<file path="src/rtl/tamper_pkg.sv">
package tamper_pkg;

    localparam int unsigned EVT_N  = 10;
    localparam int unsigned LOCK_W = 3;

    typedef enum logic [1:0] {
        SEL_ENABLE = 2'd0,
        SEL_LOCK   = 2'd1,
        SEL_STATUS = 2'd2,
        SEL_IRQEN  = 2'd3
    } reg_sel_e;

    // bit 2 failure hard, bit 1 config hard, bit 0 config soft
    typedef struct packed {
        logic fail_hard;
        logic cfg_hard;
        logic cfg_soft;
    } lock_t;

    function automatic lock_t lock_merge(lock_t cur, logic [LOCK_W-1:0] w1s);
        return lock_t'(cur | w1s);
    endfunction

    function automatic logic cfg_frozen(lock_t l);
        return l.cfg_soft | l.cfg_hard;
    endfunction

endpackage

</file>
<file path="src/rtl/tmp_cfg.sv">
module tmp_cfg
    import tamper_pkg::*;
#(
    parameter int unsigned NUM_EVT = EVT_N
) (
    input  logic               clk,
    input  logic               bat_rst,
    input  logic               sys_rst,
    input  logic               wr_ok,
    input  reg_sel_e           sel,
    input  logic [NUM_EVT+1:0] wdata,
    output logic [NUM_EVT-1:0] en_q,
    output lock_t              lock_q,
    output logic               ien_q
);

    always_ff @(posedge clk) begin
        if (bat_rst) begin
            en_q   <= '0;
            lock_q <= '0;
            ien_q  <= 1'b0;
        end else begin
            if (sys_rst) begin
                lock_q.cfg_soft <= 1'b0;
            end else if (wr_ok && sel == SEL_LOCK) begin
                lock_q <= lock_merge(lock_q, wdata[LOCK_W-1:0]);
            end
            if (wr_ok && sel == SEL_ENABLE && !cfg_frozen(lock_q)) begin
                en_q <= wdata[NUM_EVT-1:0];
            end
            if (wr_ok && sel == SEL_IRQEN) begin
                ien_q <= wdata[0];
            end
        end
    end

    p_cfg_hard_sticky_r10: assert property (@(posedge clk) disable iff (bat_rst)
        lock_q.cfg_hard |=> lock_q.cfg_hard);
    p_fail_hard_sticky_r10: assert property (@(posedge clk) disable iff (bat_rst)
        lock_q.fail_hard |=> lock_q.fail_hard);
    p_soft_kept_r10: assert property (@(posedge clk) disable iff (bat_rst)
        (lock_q.cfg_soft && !sys_rst) |=> lock_q.cfg_soft);
    p_en_frozen_r9: assert property (@(posedge clk) disable iff (bat_rst)
        cfg_frozen(lock_q) |=> $stable(en_q));

endmodule

</file>
<file path="src/rtl/tmp_evt_bank.sv">
module tmp_evt_bank
    import tamper_pkg::*;
#(
    parameter int unsigned NUM_EVT = EVT_N
) (
    input  logic               clk,
    input  logic               bat_rst,
    input  logic [NUM_EVT-1:0] evt_i,
    input  logic [NUM_EVT-1:0] en_i,
    input  logic [NUM_EVT-1:0] clr_i,
    input  logic               nonvalid_i,
    output logic [NUM_EVT-1:0] st_q,
    output logic               hit_o
);

    assign hit_o = |(evt_i & en_i);

    for (genvar i = 0; i < NUM_EVT; i++) begin : g_src
        logic bit_q;

        always_ff @(posedge clk) begin
            if (bat_rst) begin
                bit_q <= 1'b0;
            end else if (evt_i[i] && en_i[i]) begin
                bit_q <= 1'b1;
            end else if (clr_i[i] && nonvalid_i) begin
                bit_q <= 1'b0;
            end
        end

        assign st_q[i] = bit_q;

        p_evt_latch_r2: assert property (@(posedge clk) disable iff (bat_rst)
            (evt_i[i] && en_i[i]) |=> st_q[i]);
        p_clr_needs_nv_r6: assert property (@(posedge clk) disable iff (bat_rst)
            (st_q[i] && !nonvalid_i) |=> st_q[i]);
    end

endmodule

</file>
<file path="src/rtl/tmp_sec_state.sv">
module tmp_sec_state
    import tamper_pkg::*;
#(
    parameter int unsigned NUM_EVT = EVT_N
) (
    input  logic               clk,
    input  logic               bat_rst,
    input  logic               sys_rst,
    input  logic               hit_i,
    input  logic [NUM_EVT-1:0] st_i,
    input  logic [NUM_EVT-1:0] en_i,
    input  logic               sv_clr_i,
    input  logic               nv_clr_i,
    input  logic               fail_hard_i,
    input  logic               ien_i,
    output logic               svf_q,
    output logic               nv_q,
    output logic               irq_q
);

    logic armed;
    assign armed = |(st_i & en_i);

    always_ff @(posedge clk) begin
        if (bat_rst) begin
            svf_q <= 1'b0;
            nv_q  <= 1'b1;
            irq_q <= 1'b0;
        end else begin
            if (hit_i) begin
                svf_q <= 1'b1;
            end else if (sv_clr_i && nv_q && !armed) begin
                svf_q <= 1'b0;
            end

            if (sys_rst && svf_q && !fail_hard_i) begin
                nv_q <= 1'b1;
            end else if (nv_clr_i && !svf_q && !hit_i) begin
                nv_q <= 1'b0;
            end

            irq_q <= ien_i && hit_i && !svf_q;
        end
    end

    p_fail_alone_holds_r4: assert property (@(posedge clk) disable iff (bat_rst)
        (svf_q && !nv_q) |=> svf_q);
    p_nv_promote_r5: assert property (@(posedge clk) disable iff (bat_rst)
        (sys_rst && svf_q && !fail_hard_i) |=> nv_q);
    p_armed_blocks_r7: assert property (@(posedge clk) disable iff (bat_rst)
        (svf_q && armed) |=> svf_q);
    p_nv_last_r8: assert property (@(posedge clk) disable iff (bat_rst)
        (nv_q && svf_q) |=> nv_q);
    p_irq_single_r11: assert property (@(posedge clk) disable iff (bat_rst)
        irq_q |=> !irq_q);
    p_irq_on_rise_r11: assert property (@(posedge clk) disable iff (bat_rst)
        irq_q |-> $rose(svf_q));

endmodule

</file>
<file path="src/rtl/tamper_guard.sv">
module tamper_guard
    import tamper_pkg::*;
#(
    parameter int unsigned NUM_EVT = EVT_N
) (
    input  logic               clk,
    input  logic               bat_rst,
    input  logic               sys_rst,
    input  logic [NUM_EVT-1:0] evt_i,
    input  logic               wr_en,
    input  logic [1:0]         wr_sel,
    input  logic [NUM_EVT+1:0] wr_data,
    output logic               nonvalid_o,
    output logic               failure_o,
    output logic               freeze_o,
    output logic               sv_irq_o,
    output logic [NUM_EVT-1:0] evt_status_o,
    output logic [NUM_EVT-1:0] tamper_en_o,
    output logic [LOCK_W-1:0]  lock_o,
    output logic               irq_en_o
);

    localparam int unsigned SV_BIT = NUM_EVT;
    localparam int unsigned NV_BIT = NUM_EVT + 1;

    reg_sel_e           sel;
    logic               wr_ok;
    logic               stat_wr;
    logic [NUM_EVT-1:0] en_q;
    logic [NUM_EVT-1:0] st_q;
    logic [NUM_EVT-1:0] clr_vec;
    lock_t              lock_q;
    logic               ien_q;
    logic               hit;
    logic               svf_q;
    logic               nv_q;
    logic               irq_q;

    assign sel     = reg_sel_e'(wr_sel);
    assign wr_ok   = wr_en && !sys_rst;
    assign stat_wr = wr_ok && (sel == SEL_STATUS);
    assign clr_vec = stat_wr ? wr_data[NUM_EVT-1:0] : '0;

    tmp_cfg #(.NUM_EVT(NUM_EVT)) u_cfg (
        .clk     (clk),
        .bat_rst (bat_rst),
        .sys_rst (sys_rst),
        .wr_ok   (wr_ok),
        .sel     (sel),
        .wdata   (wr_data),
        .en_q    (en_q),
        .lock_q  (lock_q),
        .ien_q   (ien_q)
    );

    tmp_evt_bank #(.NUM_EVT(NUM_EVT)) u_bank (
        .clk        (clk),
        .bat_rst    (bat_rst),
        .evt_i      (evt_i),
        .en_i       (en_q),
        .clr_i      (clr_vec),
        .nonvalid_i (nv_q),
        .st_q       (st_q),
        .hit_o      (hit)
    );

    tmp_sec_state #(.NUM_EVT(NUM_EVT)) u_state (
        .clk         (clk),
        .bat_rst     (bat_rst),
        .sys_rst     (sys_rst),
        .hit_i       (hit),
        .st_i        (st_q),
        .en_i        (en_q),
        .sv_clr_i    (stat_wr && wr_data[SV_BIT]),
        .nv_clr_i    (stat_wr && wr_data[NV_BIT]),
        .fail_hard_i (lock_q.fail_hard),
        .ien_i       (ien_q),
        .svf_q       (svf_q),
        .nv_q        (nv_q),
        .irq_q       (irq_q)
    );

    assign nonvalid_o   = nv_q;
    assign failure_o    = svf_q;
    assign freeze_o     = svf_q;
    assign sv_irq_o     = irq_q;
    assign evt_status_o = st_q;
    assign tamper_en_o  = en_q;
    assign lock_o       = lock_q;
    assign irq_en_o     = ien_q;

    p_status_implies_fail_r2: assert property (@(posedge clk) disable iff (bat_rst)
        (hit && !sys_rst) |=> (failure_o && |evt_status_o));

endmodule

</file>
<file path="config.mk">
export PLATFORM = sky130hd
export DESIGN_NAME = tamper_guard
export DESIGN_NICKNAME = d
export VERILOG_FILES = /design/src/rtl/tamper_pkg.sv /design/src/rtl/tmp_cfg.sv /design/src/rtl/tmp_evt_bank.sv /design/src/rtl/tmp_sec_state.sv /design/src/rtl/tamper_guard.sv
export SDC_FILE = /design/constraint.sdc
export NUM_CORES = 1
export LEC_CHECK = 0
export CORE_AREA = 2 2 57 59
export CTS_CLUSTER_SIZE = 16
export DETAILED_ROUTE_END_ITERATION = 12
export DIE_AREA = 0 0 59 61
export GPL_TIMING_DRIVEN = 0
export HOLD_SLACK_MARGIN = 0.1
export PLACE_DENSITY = 0.81
export SYNTH_ARGS = -nofsm -noshare
export SYNTH_HDL_FRONTEND = slang
export SYNTH_SLANG_ARGS = --single-unit
</file>
<file path="constraint.sdc">
create_clock -name clk -period 2.4 [get_ports clk]
set_input_delay 0.24 -clock clk [delete_from_list [all_inputs] [get_ports clk]]
set_output_delay 0.24 -clock clk [all_outputs]
set_load 0.02 [all_outputs]
</file>
==> results.cfg <==
[outcome]
status = finished clean

[routing]
drc_errors = 0
antenna_left = 0
drt-total-wl_mm = 3.38
vias = 1228
avgViaCountPerCell = 5.48
wire_per_inst_um = 15.1
drt-pass1-iter-count = 4
drt_iter0_markers = 41

[clocking]
clk_pin_slew_ns = 0.16
clk_latency_ns = 0.33
post_cts_resized = 0
cts_buffer_depth = 2
numCtsBuffers = 3
postCtsSetupRepairBufs = 0
cts_tree = done
clock-sinks = 27
htree_levels = 1
postCtsHoldBufs = 0
root_buffer = clkbuf_4

[global_routing]
first_global_vias = 1195
globalRouteTotalUtil_pct = 19.9
grt-ovfl-total = 0
antenna_found_initial = 0
grt_max_degree = 17
grt_pass1_wl_mm = 5.42

[sta]
clock_skew_ns = 0.0183
slew_headroom_pct = 67.1
fin_crit_sh_pct = 72.7
tightest_slew_ns = 0.494
timing.setup.tns_ns = 0
finalSetupViolCount = 0
fmax_ghz = 0.573
hold_viol_final = 0
rsz0062_at_grt = no
finalMaxSlewViolations = 0
worst_slack_ns = 0.656
period_minus_slack_ns = 1.74

[power_and_ir_drop]
vdd.ir_drop.worst_uv = 307
internal-power_mw = 0.602
seq_power_share_pct = 57.7
combPwrFrac_pct = 17.4
clkPwrFrac_pct = 24.9
p_leak_nw = 0.729
sw_frac_of_total_pct = 25.9
power_density_nw_per_um2 = 438
p_switching_mw = 0.210

[worst_hold_path]
hp-class = input pin to register
min_from = bat_rst
holdPathStages = 2
hold_end = u_bank.g_src[7].bit_q

[yosys]
synth-seq-cells = 27
syn_avg_cell_area_um2 = 9.35
yosysSeqAreaShare_pct = 43.5
ys_types = 27
synth_edf_count = 0
yosysWarningCount = 0
netlist_instances = 133
ys_async_sr_fraction_pct = 0
synth_fp_nets = 161
syn_area_um2 = 1240
synth_top_flop_cell = dfxtp_1

[floorplan]
die_h_um = 61
rows = 20
fp.dieArea_um2 = 3600
start_util_pct = 42.1
core_region_area_um2 = 2950
die_x_um = 59
io_pins = 56

[cells_and_area]
drive_above_1_share_pct = 15.2
nets = 220
syn2layout_area_growth_pct = 49.2
n_antenna_cell = 0
final_cell_mix = clkdlybuf4s50_1 (54), dfxtp_1 (27), nor2_1 (20)
mostFrequentLayoutCell = clkdlybuf4s50_1

[worst_setup_path]
startpoint = u_state.svf_q
cp.arrival_ns = 1.50
r2r_setup_slack_ns = 1.16
timing.rr.start = u_cfg.lock_q[0]
start_kind = register
timing.rr.end = u_cfg.en_q[6]
path_class = register to output port
crit_fanout = 6
worst_setup_path_end_kind = output port
required_ns = 2.16
rr_worst_depth = 4

[run]
cap_violations = 0

[placement]
pre_cts_ws_ns = 0.724
port_buffers = 54
hpwl_mm = 2.64
gp_congestion = 0.818
## layer usage
metal  global-route usage [%]  share of wire [%]
met1                     23.5                 40
met2                     35.9                 52
met3                     5.33                7.1
met4                     4.87               0.68
met5                        0                  0
## cell type report
class	count	area, um^2
Buffer	17	124
Inverter	1	3.75
Sequential cell	27	541
Clock buffer	3	22.5
Clock inverter	1	7.51
Tap cell	33	41.3
Multi-Input combinational cell	88	576
Timing Repair Buffer	54	541
Fill cell	274	1100
## critical path: stages (launching register included)
cell and delay [ns]:
dfxtp_1 0.45, buf_4 0.14, clkdlybuf4s50_1 0.59
## cells in the mapped netlist (2+ instances only)
library cell | count | share of area, %
mux2i_1 | 11 | 8.9
nand3_1 | 11 | 4.4
nor3_1 | 2 | 0.80
dfxtp_1 | 27 | 43
a22oi_2 | 6 | 6.0
nor2_1 | 20 | 6.0
a21oi_1 | 8 | 3.2
buf_6 | 2 | 1.8
clkbuf_1 | 3 | 0.91
buf_4 | 12 | 7.2
a22oi_1 | 6 | 3.6
nand4_1 | 2 | 1.0
nand2_1 | 9 | 2.7
## cells by family (layout without fill, tap and decap cells)
group	count (synthesis)	in the layout	synth area share (%)
compound gates	25	25	15.8
buf+inv	18	76	10.3
flops	27	27	43.5
mux	11	11	8.85
simple gates	52	52	21.6
## stage by stage
stage | util, % | hold WS [ns] | power, mW | instances | instance area, um^2
floorplan | - | 0.319 | 0.534 | 133 | 1240
global placement | 61.8 | 0.457 | 0.616 | 220 | 1830
finish | 62.8 | 0.264 | 0.812 | 224 | 1860
detailed placement | 61.8 | 0.466 | 0.619 | 220 | 1830
CTS | 62.8 | 0.269 | 0.814 | 224 | 1860
global route | 62.8 | 0.264 | 0.842 | 224 | 1860
## registers in the layout, summed over array words and instances, names as in the netlist
signal / flops
u_bank.g_src.bit_q: 10
u_cfg.en_q: 10
u_cfg.ien_q: 1
u_cfg.lock_q: 3
u_state.irq_q: 1
u_state.nv_q: 1
u_state.svf_q: 1
## power by group through the flow
stage	clock network, mW	registers (mW)	logic, mW
finish	0.202	0.469	0.141
global route	0.222	0.470	0.150
CTS	0.204	0.469	0.142
detailed placement	0	0.478	0.141
global placement	0	0.478	0.138
floorplan	0	0.484	0.0499
## worst max path at each step
stage	to	slack, ns
finish	freeze_o	0.66
global route	freeze_o	0.60
CTS	freeze_o	0.66
detailed placement	u_bank.g_src[2].bit_q	0.72
global placement	u_bank.g_src[1].bit_q	0.77
floorplan	u_cfg.en_q[1]	1.21
No activity file was read; power rests on OpenSTA's default activity.
